--- src/rtl/crc_byte_pkg.sv ---
package crc_byte_pkg;

   // Polynomial selected by width (normal, MSB-first form)
   function automatic logic [31:0] poly_for(input int unsigned w);
      return (w == 32) ? 32'h04C1_1DB7 : 32'h0000_1021;
   endfunction

   function automatic logic [31:0] init_for(input int unsigned w);
      return (w == 32) ? 32'hFFFF_FFFF : 32'h0000_0000;
   endfunction

   function automatic logic [31:0] xorout_for(input int unsigned w);
      return (w == 32) ? 32'hFFFF_FFFF : 32'h0000_0000;
   endfunction

   // Remainder left after running the check bytes through (uninverted)
   function automatic logic [31:0] residue_for(input int unsigned w);
      return (w == 32) ? 32'hC704_DD7B : 32'h0000_0000;
   endfunction

   // One table word: idx placed in the top byte, divided over eight bit steps
   function automatic logic [31:0] lut_word(input int unsigned idx,
                                            input int unsigned w,
                                            input logic [31:0] poly);
      logic [31:0] r;
      r = 32'(idx) << (w - 8);
      for (int k = 0; k < 8; k++) begin
         if (r[w-1]) r = (r << 1) ^ poly;
         else        r = r << 1;
      end
      if (w < 32) r = r & ((32'h1 << w) - 32'h1);
      return r;
   endfunction

endpackage

--- src/rtl/crc_lut_rom.sv ---
module crc_lut_rom #(
   parameter int unsigned W    = 16,
   parameter logic [31:0] POLY = 32'h0000_1021
) (
   input  logic [7:0]   idx_i,
   output logic [W-1:0] word_o
);
   localparam int unsigned ENTRIES = 256;

   logic [W-1:0] rom [ENTRIES];

   for (genvar g = 0; g < ENTRIES; g++) begin : g_entry
      localparam logic [31:0] WORD = crc_byte_pkg::lut_word(g, W, POLY);
      assign rom[g] = WORD[W-1:0];
   end

   assign word_o = rom[idx_i];

   // Entry 0 is always zero for any polynomial
   always_comb begin
      if (idx_i == 8'h00) assert (word_o == '0) else $error("p_lut_zero_r3");
   end
endmodule

--- src/rtl/crc_state_reg.sv ---
module crc_state_reg #(
   parameter int unsigned W    = 16,
   parameter logic [31:0] POLY = 32'h0000_1021,
   parameter logic [31:0] INIT = 32'h0000_0000
) (
   input  logic         clk,
   input  logic         rst_n,
   input  logic         clr_i,
   input  logic         valid_i,
   input  logic [7:0]   data_i,
   output logic [W-1:0] crc_q,
   output logic [W-1:0] crc_nxt
);
   localparam logic [W-1:0] INIT_W = INIT[W-1:0];
   localparam int unsigned  TOP    = W - 1;

   logic [7:0]   lut_idx;
   logic [W-1:0] lut_word;
   logic [W-1:0] absorbed;

   assign lut_idx = data_i ^ crc_q[TOP -: 8];

   crc_lut_rom #(.W(W), .POLY(POLY)) u_lut (
      .idx_i  (lut_idx),
      .word_o (lut_word)
   );

   assign absorbed = (crc_q << 8) ^ lut_word;

   always_comb begin
      if (clr_i)        crc_nxt = INIT_W;
      else if (valid_i) crc_nxt = absorbed;
      else              crc_nxt = crc_q;
   end

   always_ff @(posedge clk or negedge rst_n) begin
      if (!rst_n) crc_q <= INIT_W;
      else        crc_q <= crc_nxt;
   end

   p_clear_wins_r2: assert property (@(posedge clk) disable iff (!rst_n)
      clr_i |=> (crc_q == INIT_W));

   p_idle_holds_r4: assert property (@(posedge clk) disable iff (!rst_n)
      (!clr_i && !valid_i) |=> $stable(crc_q));
endmodule

--- src/rtl/crc_residue_check.sv ---
module crc_residue_check #(
   parameter int unsigned W   = 16,
   parameter logic [31:0] RES = 32'h0000_0000
) (
   input  logic         clk,
   input  logic         rst_n,
   input  logic         eof_i,
   input  logic         clr_i,
   input  logic [W-1:0] crc_nxt_i,
   output logic         chk_valid_o,
   output logic         chk_pass_o
);
   localparam logic [W-1:0] RES_W = RES[W-1:0];

   logic fire;
   assign fire = eof_i & ~clr_i;

   always_ff @(posedge clk or negedge rst_n) begin
      if (!rst_n) begin
         chk_valid_o <= 1'b0;
         chk_pass_o  <= 1'b0;
      end else begin
         chk_valid_o <= fire;
         chk_pass_o  <= fire && (crc_nxt_i == RES_W);
      end
   end

   p_pulse_follows_eof_r8: assert property (@(posedge clk) disable iff (!rst_n)
      (eof_i && !clr_i) |=> chk_valid_o);

   p_no_pulse_on_clear_r9: assert property (@(posedge clk) disable iff (!rst_n)
      (eof_i && clr_i) |=> !chk_valid_o);

   p_pass_qualified_r9: assert property (@(posedge clk) disable iff (!rst_n)
      chk_pass_o |-> chk_valid_o);
endmodule

--- src/rtl/crc_byte_engine.sv ---
module crc_byte_engine #(
   parameter int unsigned CRC_W = 16
) (
   input  logic             clk,
   input  logic             rst_n,
   input  logic             clr_i,
   input  logic             valid_i,
   input  logic [7:0]       data_i,
   input  logic             eof_i,
   output logic [7:0]       data_o,
   output logic             valid_o,
   output logic [CRC_W-1:0] crc_o,
   output logic             chk_valid_o,
   output logic             chk_pass_o
);
   localparam logic [31:0]      POLY   = crc_byte_pkg::poly_for(CRC_W);
   localparam logic [31:0]      INIT   = crc_byte_pkg::init_for(CRC_W);
   localparam logic [31:0]      XOROUT = crc_byte_pkg::xorout_for(CRC_W);
   localparam logic [31:0]      RES    = crc_byte_pkg::residue_for(CRC_W);
   localparam logic [CRC_W-1:0] XOR_W  = XOROUT[CRC_W-1:0];
   localparam logic [CRC_W-1:0] INIT_W = INIT[CRC_W-1:0];

   if (CRC_W != 16 && CRC_W != 32) begin : g_bad_width
      $error("crc_byte_engine: CRC_W must be 16 or 32");
   end

   logic [CRC_W-1:0] crc_q;
   logic [CRC_W-1:0] crc_nxt;

   // Zero-latency pass-through toward the transmitter
   assign data_o  = data_i;
   assign valid_o = valid_i;

   crc_state_reg #(.W(CRC_W), .POLY(POLY), .INIT(INIT)) u_state (
      .clk     (clk),
      .rst_n   (rst_n),
      .clr_i   (clr_i),
      .valid_i (valid_i),
      .data_i  (data_i),
      .crc_q   (crc_q),
      .crc_nxt (crc_nxt)
   );

   crc_residue_check #(.W(CRC_W), .RES(RES)) u_check (
      .clk         (clk),
      .rst_n       (rst_n),
      .eof_i       (eof_i),
      .clr_i       (clr_i),
      .crc_nxt_i   (crc_nxt),
      .chk_valid_o (chk_valid_o),
      .chk_pass_o  (chk_pass_o)
   );

   if (CRC_W == 32) begin : g_inverted
      assign crc_o = crc_q ^ XOR_W;
   end else begin : g_plain
      assign crc_o = crc_q;
   end

   p_out_after_clear_r2: assert property (@(posedge clk) disable iff (!rst_n)
      clr_i |=> (crc_o == (INIT_W ^ XOR_W)));

   p_out_idle_r4: assert property (@(posedge clk) disable iff (!rst_n)
      (!clr_i && !valid_i) |=> $stable(crc_o));
endmodule

--- config.mk ---
export PLATFORM = sky130hd
export DESIGN_NAME = crc_byte_engine
export DESIGN_NICKNAME = d
export VERILOG_FILES = /design/src/rtl/crc_byte_pkg.sv /design/src/rtl/crc_lut_rom.sv /design/src/rtl/crc_state_reg.sv /design/src/rtl/crc_residue_check.sv /design/src/rtl/crc_byte_engine.sv
export SDC_FILE = /design/constraint.sdc
export NUM_CORES = 1
export LEC_CHECK = 0
export BUFFER_PORTS_ARGS = -buffer_cell sky130_fd_sc_hd__buf_2
export CAP_MARGIN = 25
export CELL_PAD_IN_SITES_DETAIL_PLACEMENT = 0
export CELL_PAD_IN_SITES_GLOBAL_PLACEMENT = 1
export CORE_MARGIN = 2
export CORE_UTILIZATION = 36
export DETAILED_ROUTE_END_ITERATION = 8
export GPL_TIMING_DRIVEN = 1
export PLACE_DENSITY_LB_ADDON = 0.12
export SLEW_MARGIN = 10
export SYNTH_ARGS = -nofsm -noshare
export SYNTH_HDL_FRONTEND = slang
export SYNTH_SLANG_ARGS = --single-unit
--- constraint.sdc ---
create_clock -name clk -period 2.22 [get_ports clk]
set_clock_uncertainty 0.1 [all_clocks]
set_input_delay 0.222 -clock clk [delete_from_list [all_inputs] [get_ports clk]]
set_output_delay 0.222 -clock clk [all_outputs]
set_load 0.01 [all_outputs]
# ---- Word-level counts from Yosys, hierarchy flattened
# Memories as Yosys holds them, arrays and structs flattened.
# Index checks and enable logic that the tools add are counted.
dict set report totals {
  reg_bits 18
  latch_bits 0
  mem_bits_rw 0
  mem_bits_ro 4096
  elab_cells 16
  memories 1
}
dict set report op_classes {
  n_addsub 0
  multipliers 0
  n_div 0
  order_cmp 1
  eq_ne 0
  n_shift 0
  muxes 4
  bitwise 5
  reduce_logical 2
}
# memory words width rd rd_clocked_by_memory_dff write_ports line_no
set memory_table {}
lappend memory_table {{(name not given)} 256 16 1 0 0 crc_lut_rom.sv:17} ;# assign word_o = rom[idx_i];
# operator n
set ops {}
lappend ops {{16-bit two-way mux} 4}
lappend ops {{16-bit logical NOT} 1}
lappend ops {{16-bit bitwise XOR} 1}
lappend ops {{9-bit greater-or-equal comparator (second input constant)} 1}
lappend ops {{8-bit inverter with 9-bit output} 1}
lappend ops {{8-bit bitwise XOR} 1}
lappend ops {{1-bit bitwise AND} 1}
lappend ops {{1-bit logical AND} 1}
lappend ops {{1-bit inverter} 1}

# ---- Logic depth before layout (Yosys ltp)
dict set report logic_depth {
  depth_word 10
  ltp_mapped 8
  ltp_nobuf 6
}

# ---- Modules after synthesis
# From an unflattened synthesis, not the netlist that was laid out.
dict set report hier_totals {
  hier_cells 110
  hier_area_um2 1229.9
}
# mod instances cells_per_inst area_each_um2 seq_area_each_um2
set by_module_without_submodules {}
lappend by_module_without_submodules {crc_state_reg 1 69 823.3 400.4}
lappend by_module_without_submodules {crc_lut_rom 1 22 226.5 0.0}
lappend by_module_without_submodules {crc_residue_check 1 10 112.6 50.0}
lappend by_module_without_submodules {crc_byte_engine 1 9 67.6 0.0}

# ---- Worst setup path after synthesis
# No wires, ideal clock.
dict set report synth_timing {
  path_type {register -> register}
  from {register u_state.crc_q[14]}
  to {register u_check.chk_pass_o}
  setup_ns 0.096
  t_arrival_ns 1.781
  path_slack_ns 0.243
  stages_incl_launch_ff 7
  path_cell_list {dfrtp_1 xnor2_1 xnor2_1 xor2_1 nor3_1 or3_1 nor4_2}
}
dict set report synth_via {
  elab_chain_cells 10
}
# element line_no
set synth_rtl {}
lappend synth_rtl {{start: declaration} crc_state_reg.sv:11} ;# output logic [W-1:0] crc_q,
lappend synth_rtl {{start signal: assignment} crc_state_reg.sv:38} ;# else crc_q <= crc_nxt;
lappend synth_rtl {{8-bit bitwise XOR} crc_state_reg.sv:21} ;# assign lut_idx = data_i ^ crc_q[TOP -: 8];
lappend synth_rtl {{8-bit inverter with 9-bit output (implied by the code)} crc_lut_rom.sv:17}
lappend synth_rtl {{memory read 256 x 16 bit} n/a}
lappend synth_rtl {{16-bit two-way mux (implied by the code) (2 in series)} crc_lut_rom.sv:17}
lappend synth_rtl {{16-bit bitwise XOR} crc_state_reg.sv:28} ;# assign absorbed = (crc_q << 8) ^ lut_word;
lappend synth_rtl {{16-bit two-way mux *} crc_state_reg.sv:32} ;# else if (valid_i) crc_nxt = absorbed;
lappend synth_rtl {{16-bit two-way mux *} crc_state_reg.sv:31} ;# if (clr_i) crc_nxt = INIT_W;
lappend synth_rtl {{16-bit logical NOT *} crc_residue_check.sv:24} ;# chk_pass_o <= fire && (crc_nxt_i == RES_W);
lappend synth_rtl {{1-bit logical AND *} crc_residue_check.sv:24}
lappend synth_rtl {{end signal: assignment} crc_residue_check.sv:24}
lappend synth_rtl {{end: declaration} crc_residue_check.sv:11} ;# output logic chk_pass_o
# Mark *: on every way between the ends. The rest lies on a longest branch, timed or not. The select of a mux whose other input is x is not followed.

# ---- Worst setup path after layout
dict set report layout_timing {
  from {register u_state.crc_q[11]}
  to {register u_check.chk_pass_o}
}
dict set report layout_via {
  elab_chain_cells 10
}
# element line_no
set layout_rtl {}
lappend layout_rtl {{8-bit bitwise XOR} crc_state_reg.sv:21}
lappend layout_rtl {{8-bit inverter with 9-bit output (implied by the code)} crc_lut_rom.sv:17}
lappend layout_rtl {{memory read 256 x 16 bit} n/a}
lappend layout_rtl {{16-bit two-way mux (implied by the code) (2 in series)} crc_lut_rom.sv:17}
lappend layout_rtl {{16-bit bitwise XOR} crc_state_reg.sv:28}
lappend layout_rtl {{16-bit two-way mux} crc_state_reg.sv:32}
lappend layout_rtl {{16-bit two-way mux} crc_state_reg.sv:31}
lappend layout_rtl {{via crc_nxt[8]} crc_byte_engine.sv:28} ;# logic [CRC_W-1:0] crc_nxt;
lappend layout_rtl {{16-bit logical NOT} crc_residue_check.sv:24}
lappend layout_rtl {{1-bit logical AND} crc_residue_check.sv:24}
# The timed path passes the listed nets, and every way through them passes these cells. The select of a mux whose other input is x is not followed.

==> reports/qor.csv <==
stage,metric,value,unit
global_route,Total GRT Usage,0.1580,
layout,Multi-input gate area,580.6,sq um
sta,Min Hold Slack,0.07442,ns
yosys,Compound-Gate Fraction of Synth Area,0.1187,
clocking,CTS tree,done,
sta,Max-slew headroom,0.6369,
detailed_routing,drt total wl,2587,um
yosys,ys async rst share,1.000,
global_route,grt ovf,0,
placed_design,Post-DP HPWL,1877,um
critical_path,launch point of the worst reg-to-reg path,u_state.crc_q[11],
layout,filler instances,313,
placed_design,Buffers on Ports,39,
yosys,mean area per synthesized cell,9.801,sq um
job,maxcap violations,0,
power,peak supply drop,381.0,uV
global_route,vias in the first global route,839,
layout,layout cell share with drive strength beyond 1,0.3401,
clocking,Bufs on Longest Clock Path,2,
yosys,largest family of logic cells by synthesized area,XOR/XNOR gates,
yosys,sequential area share after synthesis,0.4031,
detailed_routing,TritonRoute pass-1 iters,4,
yosys,Adder-Cell Fraction of Synth Area,0,
layout,area grow syn2layout,19.37,%
sta,RSZ-0062 raised after global routing,false,
critical_path,Worst Setup End Kind,flip-flop,
detailed_routing,vias post-DR,914,
sta,FMAX,494.9,MHz
yosys,"Distinct cells, synth",29,
global_route,largest net degree at the start of global routing,33,
yosys,xor-xnor portion of the synthesized cell area,0.2408,
critical_path,startpoint types,flip-flop,
detailed_routing,Iter 0 DRT Violations,34,
critical_path,Required @ worst endpoint,2.34,ns
layout,Reg area,450.4,sq um
critical_path,Crit. Startpoint,u_state.crc_q[11],
power,clock share of power,0.119,
power,Logic pwr share,0.538,
sta,final hold vios,0,
floorplan,Die Ht,59.71,um
clocking,CTS Buf Count,3,
critical_path,crit path to,u_check.chk_pass_o,
critical_path,cells on worst reg2reg path,6,
power,Sw Ratio,0.4262,
yosys,synthesized cell area,0.001117,sq mm
power,Internal,844.2,uW
floorplan,Boundary Pins,40,
yosys,synth warn,0,
power,leak pwr,0.6449,nW
critical_path,Critical R2R Capture,u_check.chk_pass_o,
yosys,Yosys top cell area share,0.4031,
sta,Tmin final,2.021,ns
power,total power,1.471,mW
yosys,mux contribution to synthesized area,0.008959,
power,power per cell area,1103,mW/mm^2
run_status,outcome,"finished, final reports clean",
floorplan,Initial Utilization,0.3721,
clocking,"Setup Fix Bufs, Post-CTS",0,
global_route,first-pass GRT wire length,4084,um
critical_path,crit-path max FO,4,
critical_path,CP arrival,2.14,ns
clocking,clk sinks,18,
yosys,post-synthesis simple-gate area fraction,0.1445,
floorplan,Rows,20,
yosys,ranking of synthesized cells by area,"dfrtp_1 40%, xnor2_1 12%, xor2_1 9.4%",
sta,fin crit share,0.9103,
placed_design,placed insts,176,
critical_path,reg-to-reg setup timing slack,0.20,ns
clocking,"Reg clk slew, reported paths",0.12,ns
layout,post-route insts no fill,180,
detailed_routing,Antenna Nets Post-Route,0,
floorplan,Die W,59.71,um
sta,Final Max Slew Viols,0,
detailed_routing,number of vias per cell,5.078,
floorplan,die area,0.003565,sq mm
detailed_routing,Routed wire per std cell,14.37,um
hold_path,Hold Crit Class,input port to flip-flop,
sta,final setup TNS,0,ns
sta,Final setup viols,0,
floorplan,Core Area,0.003003,sq mm
placed_design,Final GP Congestion,0.7381,
yosys,largest area contributor in the netlist,dfrtp_1,
layout,Nets,162,
yosys,Yosys reg bits,18,
layout,diode count,0,
power,sequential share of power,0.342,
yosys,Post-Syn Nets,127,
power,Net Switching,627.0,uW
detailed_routing,DRC viols,0,
critical_path,critical setup path kind,flip-flop to flip-flop,
sta,worst slew pin tran,0.5447,ns
yosys,"EDFF count, synth",0,
yosys,cell count after synthesis,114,
yosys,ys flop type,dfrtp_1,
global_route,initial antenna violation count,0,
clocking,clock latency at the later pin of the worst-skew pair,0.30,ns
clocking,CTS H-tree lvls,1,
clocking,CTS root buf,clkbuf_4,
worst min path at each step:
| stage | from | slack [ns] | cells past startpoint | end |
|---|---|---|---|---|
| after floorplan | rst_n | -0.17 | 0 | u_check.chk_pass_o |
| after global placement | rst_n | 0.09 | 1 | u_check.chk_valid_o |
| after detailed placement | rst_n | 0.09 | 1 | u_check.chk_valid_o |
| after CTS | eof_i | 0.08 | 2 | u_check.chk_valid_o |
| after global routing | eof_i | 0.08 | 2 | u_check.chk_valid_o |
| final | eof_i | 0.07 | 2 | u_check.chk_valid_o |
kinds of logic after synthesis:
logic type,after synthesis
AO/OA/AOI/OAI,19
XOR/XNOR,29
buffers and inverters,15
flip-flops,18
multiplexers,1
AND/OR/NAND/NOR,32
layout make-up:
class	instances	share of cell area
Clock buffer	3	0.01689
Inverter	1	0.002814
Multi-Input combinational cell	81	0.4353
Sequential cell	18	0.3377
Tap cell	33	0.03096
Timing Repair Buffer	44	0.1764
state kept, by name (all words and copies together), names as in the netlist:
name / count
u_state.crc_q: 16
u_check.chk_pass_o: 1
u_check.chk_valid_o: 1
cells in the mapped netlist, types with 2 or more instances:
cell type  count
xnor2_1       15
a211oi_1       7
o21ai_0        2
clkbuf_1       4
or3_1          2
o22ai_1        3
xor2_1        12
buf_4         10
dfrtp_1       18
nand2_1        5
nor3_1         2
nor2_1        14
nand2b_1       4
power groups by stage:
stage          sequential (mW)  clock [mW]  combinational [mW]
5_1_grt                  0.519       0.192               0.884
3_3_place_gp             0.509           0               0.786
4_1_cts                  0.505       0.177               0.787
3_5_place_dp             0.511           0               0.779
2_1_floorplan            0.540           0               0.513
6_report                 0.503       0.176               0.792
worst max-delay path, cell delays in order (launching register included):
cell and delay, ns:
dfrtp_1 0.42, xnor2_1 0.30, xor2_1 0.32, or4b_1 0.16, o311ai_1 0.11, or3_1 0.39
nor4_2 0.13
placed cells by master, fill, tap and decap left out:
cell and n:
xor2_2 1, o311ai_1 1, a211oi_1 7, o21ai_0 2, or4b_1 1, xor2_1 12
nand2b_1 4, inv_1 1, nor4_2 1, o22ai_1 3, nand2_1 5, buf_2 39
nor2_1 14, o21ai_1 1, nor2b_1 1, o31ai_1 1, xnor2_1 14, dfrtp_1 18
nor3_1 2, nand3_1 1, xnor2_2 2, o211ai_1 1, a21oi_1 1, or3_1 2
a41oi_1 1, clkbuf_4 3, dlygate4sd3_1 1, mux2i_1 1, nand4b_1 1, o2bb2ai_1 1
buf_4 4
per-stage QoR:
| stage | cell area, sq um | utilization | worst slack [ns] |
|---|---|---|---|
| global placement | 1294 | 0.4308 | 0.2087 |
| detailed placement | 1294 | 0.4308 | 0.1354 |
| finish | 1334 | 0.4442 | 0.1992 |
| global route | 1334 | 0.4442 | 0.02789 |
| floorplan | 1117 | - | 0.2430 |
| CTS | 1326 | 0.4417 | 0.1112 |
routing by layer:
metal	vias to the layer above	share of wire	wire length (um)	global-route usage
met3	4	0.055	143	0.02597
met1	426	0.48	1239	0.2266
met5	-	0	0	0
li1	449	-	-	-
met2	35	0.45	1176	0.2345
met4	0	0.011	28	0.06667
repair_timing:
item,CTS,global route
setup endpoints to repair,0,1
gates resized for setup,0,1
endpoints found under the hold margin,18,0
hold buffers,1,0
No activity file was read; power rests on OpenSTA's default activity.
